## config.mk

```make
export PLATFORM = sky130hd
export DESIGN_NAME = dbg_halt_ctrl
export DESIGN_NICKNAME = d
export VERILOG_FILES = /design/src/rtl/dbg_pkg.sv /design/src/rtl/dbg_rst_sync.sv /design/src/rtl/dbg_addr_cmp.sv /design/src/rtl/dbg_evt_pri.sv /design/src/rtl/dbg_run_fsm.sv /design/src/rtl/dbg_cycle_ctr.sv /design/src/rtl/dbg_host_arb.sv /design/src/rtl/dbg_halt_ctrl.sv
export SDC_FILE = /design/constraint.sdc
export NUM_CORES = 1
export LEC_CHECK = 0
export CORE_AREA = 2 2 106 108
export CTS_CLUSTER_DIAMETER = 120
export CTS_CLUSTER_SIZE = 8
export DETAILED_ROUTE_END_ITERATION = 16
export DIE_AREA = 0 0 108 110
export GPL_TIMING_DRIVEN = 1
export HOLD_SLACK_MARGIN = 0.06
export PLACE_DENSITY = 0.64
export RECOVER_POWER = 50
export REMOVE_ABC_BUFFERS = 1
export SLEW_MARGIN = 20
export SYNTH_ARGS = -nofsm -noshare
export SYNTH_HDL_FRONTEND = slang
export SYNTH_SLANG_ARGS = --single-unit
```

## constraint.sdc

```tcl
create_clock -name clk -period 4.3 [get_ports clk]
set_input_delay 1.075 -clock clk [delete_from_list [all_inputs] [get_ports clk]]
set_output_delay 1.075 -clock clk [all_outputs]
set_load 0.005 [all_outputs]
```

## src/rtl/dbg_pkg.sv

```systemverilog
package dbg_pkg;
  typedef enum logic [2:0] {
    CAUSE_NONE   = 3'd0,
    CAUSE_SWBP_A = 3'd1,
    CAUSE_SWBP_B = 3'd2,
    CAUSE_PWATCH = 3'd3,
    CAUSE_DWATCH = 3'd4
  } cause_e;

  typedef enum logic {
    ST_RUN  = 1'b0,
    ST_HALT = 1'b1
  } run_st_e;
endpackage

```

## src/rtl/dbg_rst_sync.sv

```systemverilog
module dbg_rst_sync #(
  parameter int STAGES = 2
) (
  input  logic clk,
  input  logic rst_n,
  output logic rst_sync_n
);
  logic [STAGES-1:0] sync_q;

  always_ff @(posedge clk or negedge rst_n) begin
    if (!rst_n) sync_q <= '0;
    else        sync_q <= {sync_q[STAGES-2:0], 1'b1};
  end

  assign rst_sync_n = sync_q[STAGES-1];
endmodule

```

## src/rtl/dbg_addr_cmp.sv

```systemverilog
module dbg_addr_cmp #(
  parameter int AW = 32
) (
  input  logic          en,
  input  logic          bus_vld,
  input  logic [AW-1:0] bus_addr,
  input  logic [AW-1:0] watch_addr,
  output logic          hit
);
  always_comb begin
    hit = en && bus_vld && (bus_addr == watch_addr);
  end
endmodule

```

## src/rtl/dbg_evt_pri.sv

```systemverilog
module dbg_evt_pri
  import dbg_pkg::*;
#(
  parameter int NSRC = 4
) (
  input  logic [NSRC-1:0] src,
  output logic            any,
  output cause_e          cause
);
  // lowest index wins; code = index + 1
  always_comb begin
    any   = |src;
    cause = CAUSE_NONE;
    for (int i = NSRC - 1; i >= 0; i--) begin
      if (src[i]) cause = cause_e'(3'(i + 1));
    end
  end
endmodule

```

## src/rtl/dbg_run_fsm.sv

```systemverilog
module dbg_run_fsm
  import dbg_pkg::*;
(
  input  logic   clk,
  input  logic   rst_n,
  input  logic   ev_any,
  input  cause_e ev_cause,
  input  logic   rt_mode,
  input  logic   crit_irq,
  input  logic   run_cmd,
  output logic   halt,
  output cause_e cause,
  output logic   pend
);
  run_st_e st_q, st_d;
  cause_e  cause_q, cause_d;
  logic    pend_q, pend_d;
  cause_e  pcause_q, pcause_d;
  logic    blocked;

  always_comb begin
    blocked  = rt_mode && crit_irq;
    st_d     = st_q;
    cause_d  = cause_q;
    pend_d   = pend_q;
    pcause_d = pcause_q;
    unique case (st_q)
      ST_RUN: begin
        if ((ev_any || pend_q) && !blocked) begin
          st_d    = ST_HALT;
          cause_d = pend_q ? pcause_q : ev_cause;
          pend_d  = 1'b0;
          pcause_d = CAUSE_NONE;
        end else if (ev_any && !pend_q) begin
          pend_d   = 1'b1;
          pcause_d = ev_cause;
        end
      end
      ST_HALT: begin
        if (run_cmd) begin
          st_d    = ST_RUN;
          cause_d = CAUSE_NONE;
        end
      end
      default: st_d = ST_RUN;
    endcase
  end

  always_ff @(posedge clk or negedge rst_n) begin
    if (!rst_n) begin
      st_q     <= ST_RUN;
      cause_q  <= CAUSE_NONE;
      pend_q   <= 1'b0;
      pcause_q <= CAUSE_NONE;
    end else begin
      st_q     <= st_d;
      cause_q  <= cause_d;
      pend_q   <= pend_d;
      pcause_q <= pcause_d;
    end
  end

  assign halt  = (st_q == ST_HALT);
  assign cause = cause_q;
  assign pend  = pend_q;
endmodule

```

## src/rtl/dbg_cycle_ctr.sv

```systemverilog
module dbg_cycle_ctr #(
  parameter int CW = 32
) (
  input  logic          clk,
  input  logic          rst_n,
  input  logic          clr,
  input  logic          cnt_en,
  output logic [CW-1:0] cnt
);
  logic [CW-1:0] cnt_q, cnt_d;
  logic          ld_en;

  always_comb begin
    ld_en = clr || cnt_en;
    cnt_d = clr ? '0 : cnt_q + CW'(1);
  end

  always_ff @(posedge clk or negedge rst_n) begin
    if (!rst_n)     cnt_q <= '0;
    else if (ld_en) cnt_q <= cnt_d;
  end

  assign cnt = cnt_q;
endmodule

```

## src/rtl/dbg_host_arb.sv

```systemverilog
module dbg_host_arb #(
  parameter int TMO_CYC = 256
) (
  input  logic clk,
  input  logic rst_n,
  input  logic req,
  input  logic idle,
  output logic gnt,
  output logic tmo
);
  localparam int WW = $clog2(TMO_CYC + 1);

  logic [WW-1:0] wait_q, wait_d;
  logic          tmo_q, tmo_d;
  logic          starve;

  always_comb begin
    starve = req && !idle && !tmo_q;
    wait_d = wait_q;
    tmo_d  = tmo_q;
    if (!req) begin
      wait_d = '0;
      tmo_d  = 1'b0;
    end else if (idle) begin
      wait_d = '0;
    end else if (starve) begin
      if (wait_q == WW'(TMO_CYC - 1)) begin
        tmo_d  = 1'b1;
        wait_d = '0;
      end else begin
        wait_d = wait_q + WW'(1);
      end
    end
  end

  always_ff @(posedge clk or negedge rst_n) begin
    if (!rst_n) begin
      wait_q <= '0;
      tmo_q  <= 1'b0;
    end else begin
      wait_q <= wait_d;
      tmo_q  <= tmo_d;
    end
  end

  assign gnt = req && idle && !tmo_q;
  assign tmo = tmo_q;
endmodule

```

## src/rtl/dbg_halt_ctrl.sv

```systemverilog
module dbg_halt_ctrl
  import dbg_pkg::*;
#(
  parameter int PAW     = 22,
  parameter int DAW     = 32,
  parameter int CW      = 32,
  parameter int TMO_CYC = 256
) (
  input  logic           clk,
  input  logic           rst_n,
  input  logic           swbp_a_i,
  input  logic           swbp_b_i,
  input  logic [PAW-1:0] pf_addr_i,
  input  logic           pf_vld_i,
  input  logic [DAW-1:0] da_addr_i,
  input  logic           da_vld_i,
  input  logic           pw_en_i,
  input  logic [PAW-1:0] pw_addr_i,
  input  logic           dw_en_i,
  input  logic [DAW-1:0] dw_addr_i,
  input  logic           rt_mode_i,
  input  logic           crit_irq_i,
  input  logic           run_cmd_i,
  input  logic           cnt_clr_i,
  input  logic           host_req_i,
  input  logic           pipe_idle_i,
  output logic           halt_o,
  output logic [2:0]     cause_o,
  output logic [CW-1:0]  cycle_cnt_o,
  output logic           host_gnt_o,
  output logic           host_tmo_o
);
  localparam int NSRC = 4;

  logic            rst_sync_n;
  logic            p_hit, d_hit;
  logic [NSRC-1:0] ev_src;
  logic            ev_any;
  cause_e          ev_cause;
  cause_e          cause_q;
  logic            brk_pend;

  dbg_rst_sync #(.STAGES(2)) u_rst (
    .clk(clk), .rst_n(rst_n), .rst_sync_n(rst_sync_n)
  );

  dbg_addr_cmp #(.AW(PAW)) u_pcmp (
    .en(pw_en_i), .bus_vld(pf_vld_i), .bus_addr(pf_addr_i),
    .watch_addr(pw_addr_i), .hit(p_hit)
  );

  dbg_addr_cmp #(.AW(DAW)) u_dcmp (
    .en(dw_en_i), .bus_vld(da_vld_i), .bus_addr(da_addr_i),
    .watch_addr(dw_addr_i), .hit(d_hit)
  );

  assign ev_src = {d_hit, p_hit, swbp_b_i, swbp_a_i};

  dbg_evt_pri #(.NSRC(NSRC)) u_pri (
    .src(ev_src), .any(ev_any), .cause(ev_cause)
  );

  dbg_run_fsm u_fsm (
    .clk(clk), .rst_n(rst_sync_n), .ev_any(ev_any), .ev_cause(ev_cause),
    .rt_mode(rt_mode_i), .crit_irq(crit_irq_i), .run_cmd(run_cmd_i),
    .halt(halt_o), .cause(cause_q), .pend(brk_pend)
  );

  assign cause_o = cause_q;

  dbg_cycle_ctr #(.CW(CW)) u_ctr (
    .clk(clk), .rst_n(rst_sync_n), .clr(cnt_clr_i), .cnt_en(!halt_o),
    .cnt(cycle_cnt_o)
  );

  dbg_host_arb #(.TMO_CYC(TMO_CYC)) u_arb (
    .clk(clk), .rst_n(rst_sync_n), .req(host_req_i), .idle(pipe_idle_i),
    .gnt(host_gnt_o), .tmo(host_tmo_o)
  );
endmodule

```

==> flow_metrics.tcl, run 1 <==
set metrics [dict create \
    status "complete, but fails checks" \
    violations "capacitance limit, slew limit" \
    cts.sinks 52 \
    drcViolationCount 0 \
    clockBufferDepth 2 \
    synth-edff-count 0 \
    cts_tree "yes" \
    rsz0062_at_grt "false" \
    path_delay_family "buffers and inverters" \
    routedWlPerCell_um 13.2 \
    grt_use_total_pct 14.6 \
    cp.arrival_ps 2320 \
    slew_viol_final 51 \
    clock.fmax_mhz 295 \
    globalRouteOverflowTotal 0 \
    cp_slowest_cell "dlygate4sd3_1" \
    design.core.area_mm2 0.0107 \
    final_cells 637 \
    antenna_found_initial 0 \
    crit_fanout 4 \
    r2r_slack_ps 1540 \
    critPathMaxStageDelay_ps 590 \
    synthesis.area_mm2 0.00316 \
    tightest_slew_ps 2740 \
    yosysTopAreaCellShare_pct 41.2 \
    powerDensity_mw_per_mm2 228 \
    grt_pass1_wl_um 13800 \
    fin_setup_tns_ps 0 \
    final_util_pct 46.6 \
    crit_chain "dlygate4sd3_1, nand2_1, nor2_1, clkdlybuf4s50_1" \
    cts_htree_levels 2 \
    place_congestion 0.829 \
    crit_path_start_kind "input pin" \
    firstDrtPassIters 4 \
    ff2ff_path_depth 1 \
    dpl.hpwl_um 6840 \
    power.total_uw 1140 \
    yosys_register_bits 52 \
    cts-hold-fix-buffers 0 \
    ys.flop_type "dfrtp_1" \
    num_antenna_cells 0 \
    synthArstFlopShare_pct 100 \
    synth-seq-area-share_pct 41.2 \
    cts-root-buf "clkbuf_8" \
    cts_buffers 5 \
    cts_resized 0 \
    cts_setup_buffers 0 \
    finalCriticalPeriod_ps 3390 \
    fin_crit_sh_pct 78.9 \
    irDropWorstVdd_uv 149 \
    stdcell_area_mm2 0.00499 \
    wl_um 8390 \
    hp-start "u_rst.sync_q[0]" \
    avgSynthCellArea_um2 9.39 \
    dp.cells 629 \
    die_y_um 110 \
    clkSlewWorstSetupHoldPaths_ps 100 \
    chipWidth_um 108 \
    final_common_cell "clkdlybuf4s50_1" \
    grt_max_degree 51 \
    synth_top_cells_by_area "dfrtp_1 41%, xor2_1 19%, nor2_1 4.2%" \
    p_leak_uw 0.00203 \
    vias 2960 \
    min_to "u_rst.sync_q[1]" \
    min_path_type "flip-flop to flip-flop" \
    yosys.area.top_type "dfrtp_1" \
    max_slew_margin_pct -82.4 \
    antenna_left 0 \
    syn_inst 336 \
    final_cell_mix "153 x clkdlybuf4s50_1, 70 x xor2_1, 51 x dfrtp_1" \
    viasPerCell 4.65 \
    port_buffers 159 \
    start_util_pct 29.5 \
    cp.required_ps 3220 \
    dpl_cell_area_mm2 0.00490 \
    r2r_end "u_ctr.cnt[6]" \
    r2r-start "u_rst.sync_q[1]" \
    fin_skew_ps 14.0 \
    hold_viol_final 0 \
    drtIter0Drc 149 \
    drive_above_1_share_pct 4.43 \
    netlist-cell-type-count 45 \
    maxCapViolations 1 \
    syn_to_final_growth_pct 58.1 \
    yosys_warnings 0 \
    rows 38 \
    ioPinCount 160 \
    path_class "input pin to output port" \
    nets 620 \
    grt_pass1_vias 3012 \
    die_area_mm2 0.0119 \
    clock_latency_ps 310 \
    critical_path_buf_inv_count 2 \
    setup_violations 0 \
    hold_depth 0 \
    crit_path_end_kind "output port" \
]
report_power, final:
group | internal, uW | leakage, uW | switching [uW]
Sequential | 516 | 0.000711 | 33.6
Combinational | 183 | 0.00127 | 110
Clock | 119 | 0.0000452 | 178
cell families (layout without fill, tap and decap cells):
| group | Yosys count | count (layout) | synth area share (%) |
|---|---|---|---|
| DFF | 52 | 52 | 41.2 |
| buffers and inverters | 15 | 176 | 1.94 |
| AOI/OAI and AO/OA | 43 | 43 | 8.05 |
| and+or+nand+nor | 141 | 141 | 25.1 |
| adders and majority gates | 2 | 2 | 0.793 |
| xor gates and xnor gates | 81 | 81 | 22.5 |
| other | 1 | 1 | 0.119 |
| muxes | 1 | 1 | 0.317 |
state kept, by name (all words and copies together), names as in the netlist:
register        flops
u_ctr.cnt          32
u_arb.wait_q        9
u_fsm.cause         3
u_fsm.pcause_q      3
u_rst.sync_q        2
u_arb.tmo           1
u_fsm.halt          1
u_fsm.pend          1
worst max path at each step:
| stage | startpoint | end | slack [ps] | cells past startpoint |
|---|---|---|---|---|
| CTS | host_req_i | host_gnt_o | 960 | 4 |
| floorplan | dw_addr_i[29] | u_fsm.cause[1] | 1830 | 6 |
| global placement | host_req_i | host_gnt_o | 1000 | 4 |
| finish | pipe_idle_i | host_gnt_o | 910 | 4 |
| detailed placement | host_req_i | host_gnt_o | 960 | 4 |
| global route | pipe_idle_i | host_gnt_o | 830 | 4 |
per-layer routing:
| layer | GRT usage (%) | routed length [um] | vias to the layer above |
|---|---|---|---|
| met5 | 0 | 0 | - |
| met1 | 16.1 | 3150 | 1365 |
| li1 | - | - | 1477 |
| met2 | 28.0 | 4440 | 110 |
| met4 | 2.84 | 91 | 0 |
| met3 | 3.94 | 713 | 8 |
final cells by class:
cell class	instances	area, um^2
well taps	140	175
flip-flops and latches	52	1300
repair buffers	161	1600
multi-input cells	269	1790
clock buffers	5	68.8
inverters	7	26.3
fillers	1033	5710
clock inverters	3	25.0
cell usage after synthesis (2+ instances only):
| cell | instances |
|---|---|
| a21oi_1 | 10 |
| a31oi_1 | 2 |
| a32o_1 | 2 |
| and3_1 | 5 |
| and3_2 | 2 |
| clkbuf_1 | 6 |
| dfrtp_1 | 52 |
| ha_1 | 2 |
| inv_1 | 7 |
| nand2_1 | 28 |
| nand2b_1 | 3 |
| nand3_1 | 13 |
| nand4_1 | 11 |
| nand4_2 | 2 |
| nor2_1 | 35 |
| nor2b_1 | 5 |
| nor3_1 | 4 |
| nor4_1 | 14 |
| o21a_1 | 2 |
| o21ai_0 | 18 |
| o21ai_1 | 2 |
| o31ai_1 | 2 |
| or3_1 | 8 |
| xnor2_1 | 11 |
| xor2_1 | 70 |
through the flow:
stage / hold slack [ps] / worst slack [ps]
after floorplan: 331 / 1830
after global placement: 338 / 996
after detailed placement: 342 / 962
after CTS: 366 / 964
after global routing: 373 / 830
final: 360 / 907
Power figures use the tool's default switching activity.
==> inputs of run 2 (changes only) <==
- PLACE_DENSITY: 0.64 -> 0.67
- clock period: 4.3 -> 3 ns (I/O delays scaled with it)
==> run 2 against run 1 <==
The flow now finishes without violations; first-iteration DRC count fell by 52%; die area is the same; critical path depth unchanged.
==> flow_metrics.tcl, run 2 (synthesized netlist as in run 1, its figures left out) <==
set metrics [dict create \
    drcViolationCount 0 \
    p_leak_uw 0.00207 \
    syn_to_final_growth_pct 60.4 \
    grt_use_total_pct 14.8 \
    cts_htree_levels 2 \
    antenna_found_initial 0 \
    cp.required_ps 2250 \
    setup_violations 0 \
    final_common_cell "clkdlybuf4s50_1" \
    critical_path_buf_inv_count 2 \
    drtIter0Drc 72 \
    crit_path_start_kind "input pin" \
    vias 2986 \
    finalCriticalPeriod_ps 2740 \
    cts-root-buf "clkbuf_8" \
    min_path_type "flip-flop to flip-flop" \
    ioPinCount 160 \
    viasPerCell 4.66 \
    crit_chain "dlygate4sd3_1, nand2_1, nor2_1, clkdlybuf4s50_1" \
    largest_reg_flops 32 \
    slew_viol_final 0 \
    cts_resized 0 \
    place_congestion 0.864 \
    dpl.hpwl_um 7060 \
    irDropWorstVdd_uv 275 \
    critPathMaxStageDelay_ps 580 \
    cts_buffers 5 \
    start_util_pct 29.5 \
    drive_above_1_share_pct 4.99 \
    path_delay_family "buffers and inverters" \
    rows 38 \
    cts_tree "yes" \
    firstDrtPassIters 4 \
    design.core.area_mm2 0.0107 \
    cp.arrival_ps 1990 \
    dp.cells 634 \
    crit_fanout 4 \
    cp_slowest_cell "dlygate4sd3_1" \
    maxCapViolations 0 \
    die_y_um 110 \
    max_slew_margin_pct 7.25 \
    fin_crit_sh_pct 91.3 \
    grt_max_degree 33 \
    port_buffers 159 \
    clockBufferDepth 2 \
    rsz0062_at_grt "false" \
    hold_viol_final 0 \
    routedWlPerCell_um 13.2 \
    clock_latency_ps 300 \
    cts-hold-fix-buffers 0 \
    powerDensity_mw_per_mm2 349 \
    final_cell_mix "155 x clkdlybuf4s50_1, 70 x xor2_1, 52 x dfrtp_1" \
    cts.sinks 52 \
    num_antenna_cells 0 \
    hold_ws_ps 359 \
    status "complete, no violations" \
    grt_pass1_vias 3029 \
    nets 625 \
    grt_pass1_wl_um 14000 \
    cts_setup_buffers 0 \
    die_area_mm2 0.0119 \
    fin_setup_tns_ps 0 \
    tightest_slew_ps 1390 \
    wl_um 8450 \
    antenna_left 0 \
    crit_path_end_kind "output port" \
    globalRouteOverflowTotal 0 \
    fin_skew_ps 9.43 \
    chipWidth_um 108 \
    final_cells 641 \
    clock.fmax_mhz 365 \
    clkSlewWorstSetupHoldPaths_ps 90 \
    path_class "input pin to output port" \
]
[run 2: cell types whose count changed in the layout (fill, tap and decap cells not counted), sizes merged]
cell,delta
buf,+5
bufinv,+2
clkdlybuf4s50,+2
dlygate4sd3,-2
inv,-2
clkinvlp,-1
[run 2: final cells by class]
cell class	count	area [um^2]
clock inverter	2	60.1
fill	1035	5640
timing repair buffer	166	1640
sequential	52	1300
tap	140	175
multi-input combinational	269	1790
inverter	7	26.3
clock buffer	5	68.8
[run 2: final timing paths]
path	start	endpoint	slack [ps]	depth (start not counted)
max	host_req_i	host_gnt_o	260	4
min	u_rst.sync_q[0]	u_rst.sync_q[1]	360	0
min reg2reg	u_rst.sync_q[0]	u_rst.sync_q[1]	360	0
max in group asynchronous	u_rst.sync_q[1]	u_ctr.cnt[7]	950	1
max reg2reg	u_rst.sync_q[1]	u_ctr.cnt[7]	950	1
min in group asynchronous	u_rst.sync_q[1]	u_arb.wait_q[4]	540	0
[run 2: per-layer routing]
metal  global-route usage [%]  routed length (um)  vias to the layer above
li1                         -                   -                     1486
met1                     16.8                3240                     1392
met2                     28.2                4460                      103
met3                     3.70                 684                        5
met4                     2.75                  63                        0
met5                        0                   0                        -
[run 2: per-stage QoR]
step | instance area (um^2) | util [%] | setup WS [ps] | power (uW)
after floorplan | 3120 | - | 851 | 937
after global placement | 4940 | 46.2 | 240 | 1230
after detailed placement | 4940 | 46.2 | 181 | 1240
after CTS | 5070 | 47.4 | 322 | 1800
after global routing | 5060 | 47.3 | 218 | 1860
final | 5060 | 47.3 | 260 | 1770
[run 2: power by group]
part           switching (uW)  internal, uW  total (uW)
Combinational             151           268         419
Clock                     223           328         552
Sequential               57.2           739         796
==> inputs of run 3 (changes only) <==
- CAP_MARGIN: not set -> 15
- CORE_AREA: 2 2 106 108 -> 8 8 112 114
- DIE_AREA: 0 0 108 110 -> 0 0 120 122
==> run 3 against run 2 <==
Flip-flop and latch count stayed put; setup slack worse by 4.5 ps; via count is 0.57% higher; utilization is 0.11 points lower; cell area is 0.22% lower; die area is 23% higher; clock skew is 2.0 ps higher; first-iteration DRC count is 130% higher; worst hold slack better by 11 ps; critical path depth stayed put; largest power group unchanged.
==> flow_metrics.tcl, run 3 (synthesized netlist as in run 1, its figures left out) <==
set metrics [dict create \
    status "complete, no violations" \
    place_congestion 0.811 \
    crit_chain "dlygate4sd3_1, nand2_1, nor2_1, clkdlybuf4s50_1" \
    design.core.area_mm2 0.0107 \
    slew_viol_final 0 \
    regArea_mm2 0.00130 \
    max_slew_margin_pct 4.65 \
    start_util_pct 29.5 \
    grt_pass1_vias 3267 \
    finalCriticalPeriod_ps 2740 \
    final_util_pct 47.2 \
    tightest_slew_ps 1430 \
    cts-root-buf "clkbuf_8" \
    ff2ff_path_depth 5 \
    chipWidth_um 120 \
    critical_path_buf_inv_count 2 \
    fill_cells 1040 \
    vias 3003 \
    cts_tree "yes" \
    hold_viol_final 0 \
    stdcell_area_mm2 0.00505 \
    r2r_end "u_ctr.cnt[15]" \
    firstDrtPassIters 4 \
    cts-hold-fix-buffers 0 \
    wl_um 9410 \
    hp-start "u_rst.sync_q[0]" \
    cts_htree_levels 2 \
    clock_latency_ps 310 \
    path_class "input pin to output port" \
    nets 625 \
    clockBufferDepth 2 \
    drive_above_1_share_pct 4.98 \
    min_path_type "flip-flop to flip-flop" \
    port_buffers 159 \
    antenna_found_initial 0 \
    largest_reg_flops 32 \
    multi_input_area_mm2 0.00179 \
    dpl_cell_area_mm2 0.00494 \
    setup_violations 0 \
    drtIter0Drc 163 \
    crit_path_end_kind "output port" \
    globalRouteOverflowTotal 0 \
    critPathMaxStageDelay_ps 590 \
    die_area_mm2 0.0146 \
    r2r_slack_ps 1070 \
    grt_pass1_wl_um 15400 \
    finalWorstSetupSlack_ps 255 \
    r2r-start "u_fsm.halt" \
    num_antenna_cells 0 \
    maxCapViolations 0 \
    grt_use_total_pct 12.9 \
    dpl.hpwl_um 7960 \
    die_y_um 122 \
    irDropWorstVdd_uv 270 \
    path_delay_family "buffers and inverters" \
    min_to "u_rst.sync_q[1]" \
    cts_buffers 5 \
    cts_setup_buffers 0 \
    fin_crit_sh_pct 91.5 \
    viasPerCell 4.68 \
    cp.required_ps 2250 \
    powerDensity_mw_per_mm2 341 \
    cts_resized 0 \
    final_cell_mix "155 x clkdlybuf4s50_1, 70 x xor2_1, 52 x dfrtp_1" \
    drcViolationCount 0 \
    grt_max_degree 36 \
    cp_slowest_cell "dlygate4sd3_1" \
    final_common_cell "clkdlybuf4s50_1" \
    crit_path_start_kind "input pin" \
    hold_depth 0 \
    rsz0062_at_grt "false" \
    fin_setup_tns_ps 0 \
    cp.arrival_ps 1990 \
    p_leak_uw 0.00206 \
    routedWlPerCell_um 14.7 \
    antenna_left 0 \
    crit_fanout 4 \
    dp_slack_ps 109 \
    fin_skew_ps 11.4 \
    clock.fmax_mhz 364 \
    cts.sinks 52 \
    ioPinCount 160 \
    clkSlewWorstSetupHoldPaths_ps 100 \
    syn_to_final_growth_pct 60.0 \
    rows 38 \
]
run 3: per-stage QoR:
stage / hold WS [ps] / instances / power (uW)
detailed placement: 340 / 634 / 1240
global placement: 338 / 634 / 1230
floorplan: 331 / 328 / 937
CTS: 365 / 642 / 1760
finish: 371 / 642 / 1720
global route: 387 / 642 / 1830
run 3: cell type report:
class	instances	share of cell area, %
Multi-Input combinational cell	269	35.5
Timing Repair Buffer	166	32.3
Sequential cell	52	25.8
Tap cell	140	3.47
Clock buffer	6	1.64
Clock inverter	2	0.768
Inverter	7	0.520
run 3: worst max-delay path by stage:
stage                  start              to  slack (ps)  depth (start not counted)
2_1_floorplan  dw_addr_i[29]  u_fsm.cause[1]         850                          6
3_3_place_gp   dw_addr_i[15]  u_fsm.cause[0]         150                          7
3_5_place_dp   dw_addr_i[15]  u_fsm.cause[1]         110                          7
4_1_cts          pipe_idle_i      host_gnt_o         310                          4
5_1_grt           host_req_i      host_gnt_o         210                          4
6_report          host_req_i      host_gnt_o         260                          4
run 3: report_power, final:
group	switching [uW]	leakage, uW	internal (uW)	total, uW
Sequential	60.2	0.000712	739	799
Clock	232	0.0000614	273	505
Combinational	150	0.00129	268	417
run 3: metal layers:
metal	vias to the layer above	share of wire [%]	GRT usage, %
li1	1490	-	-
met1	1394	36	13.0
met2	110	52	23.8
met3	9	10	5.83
met4	0	1.3	3.12
met5	-	0	0
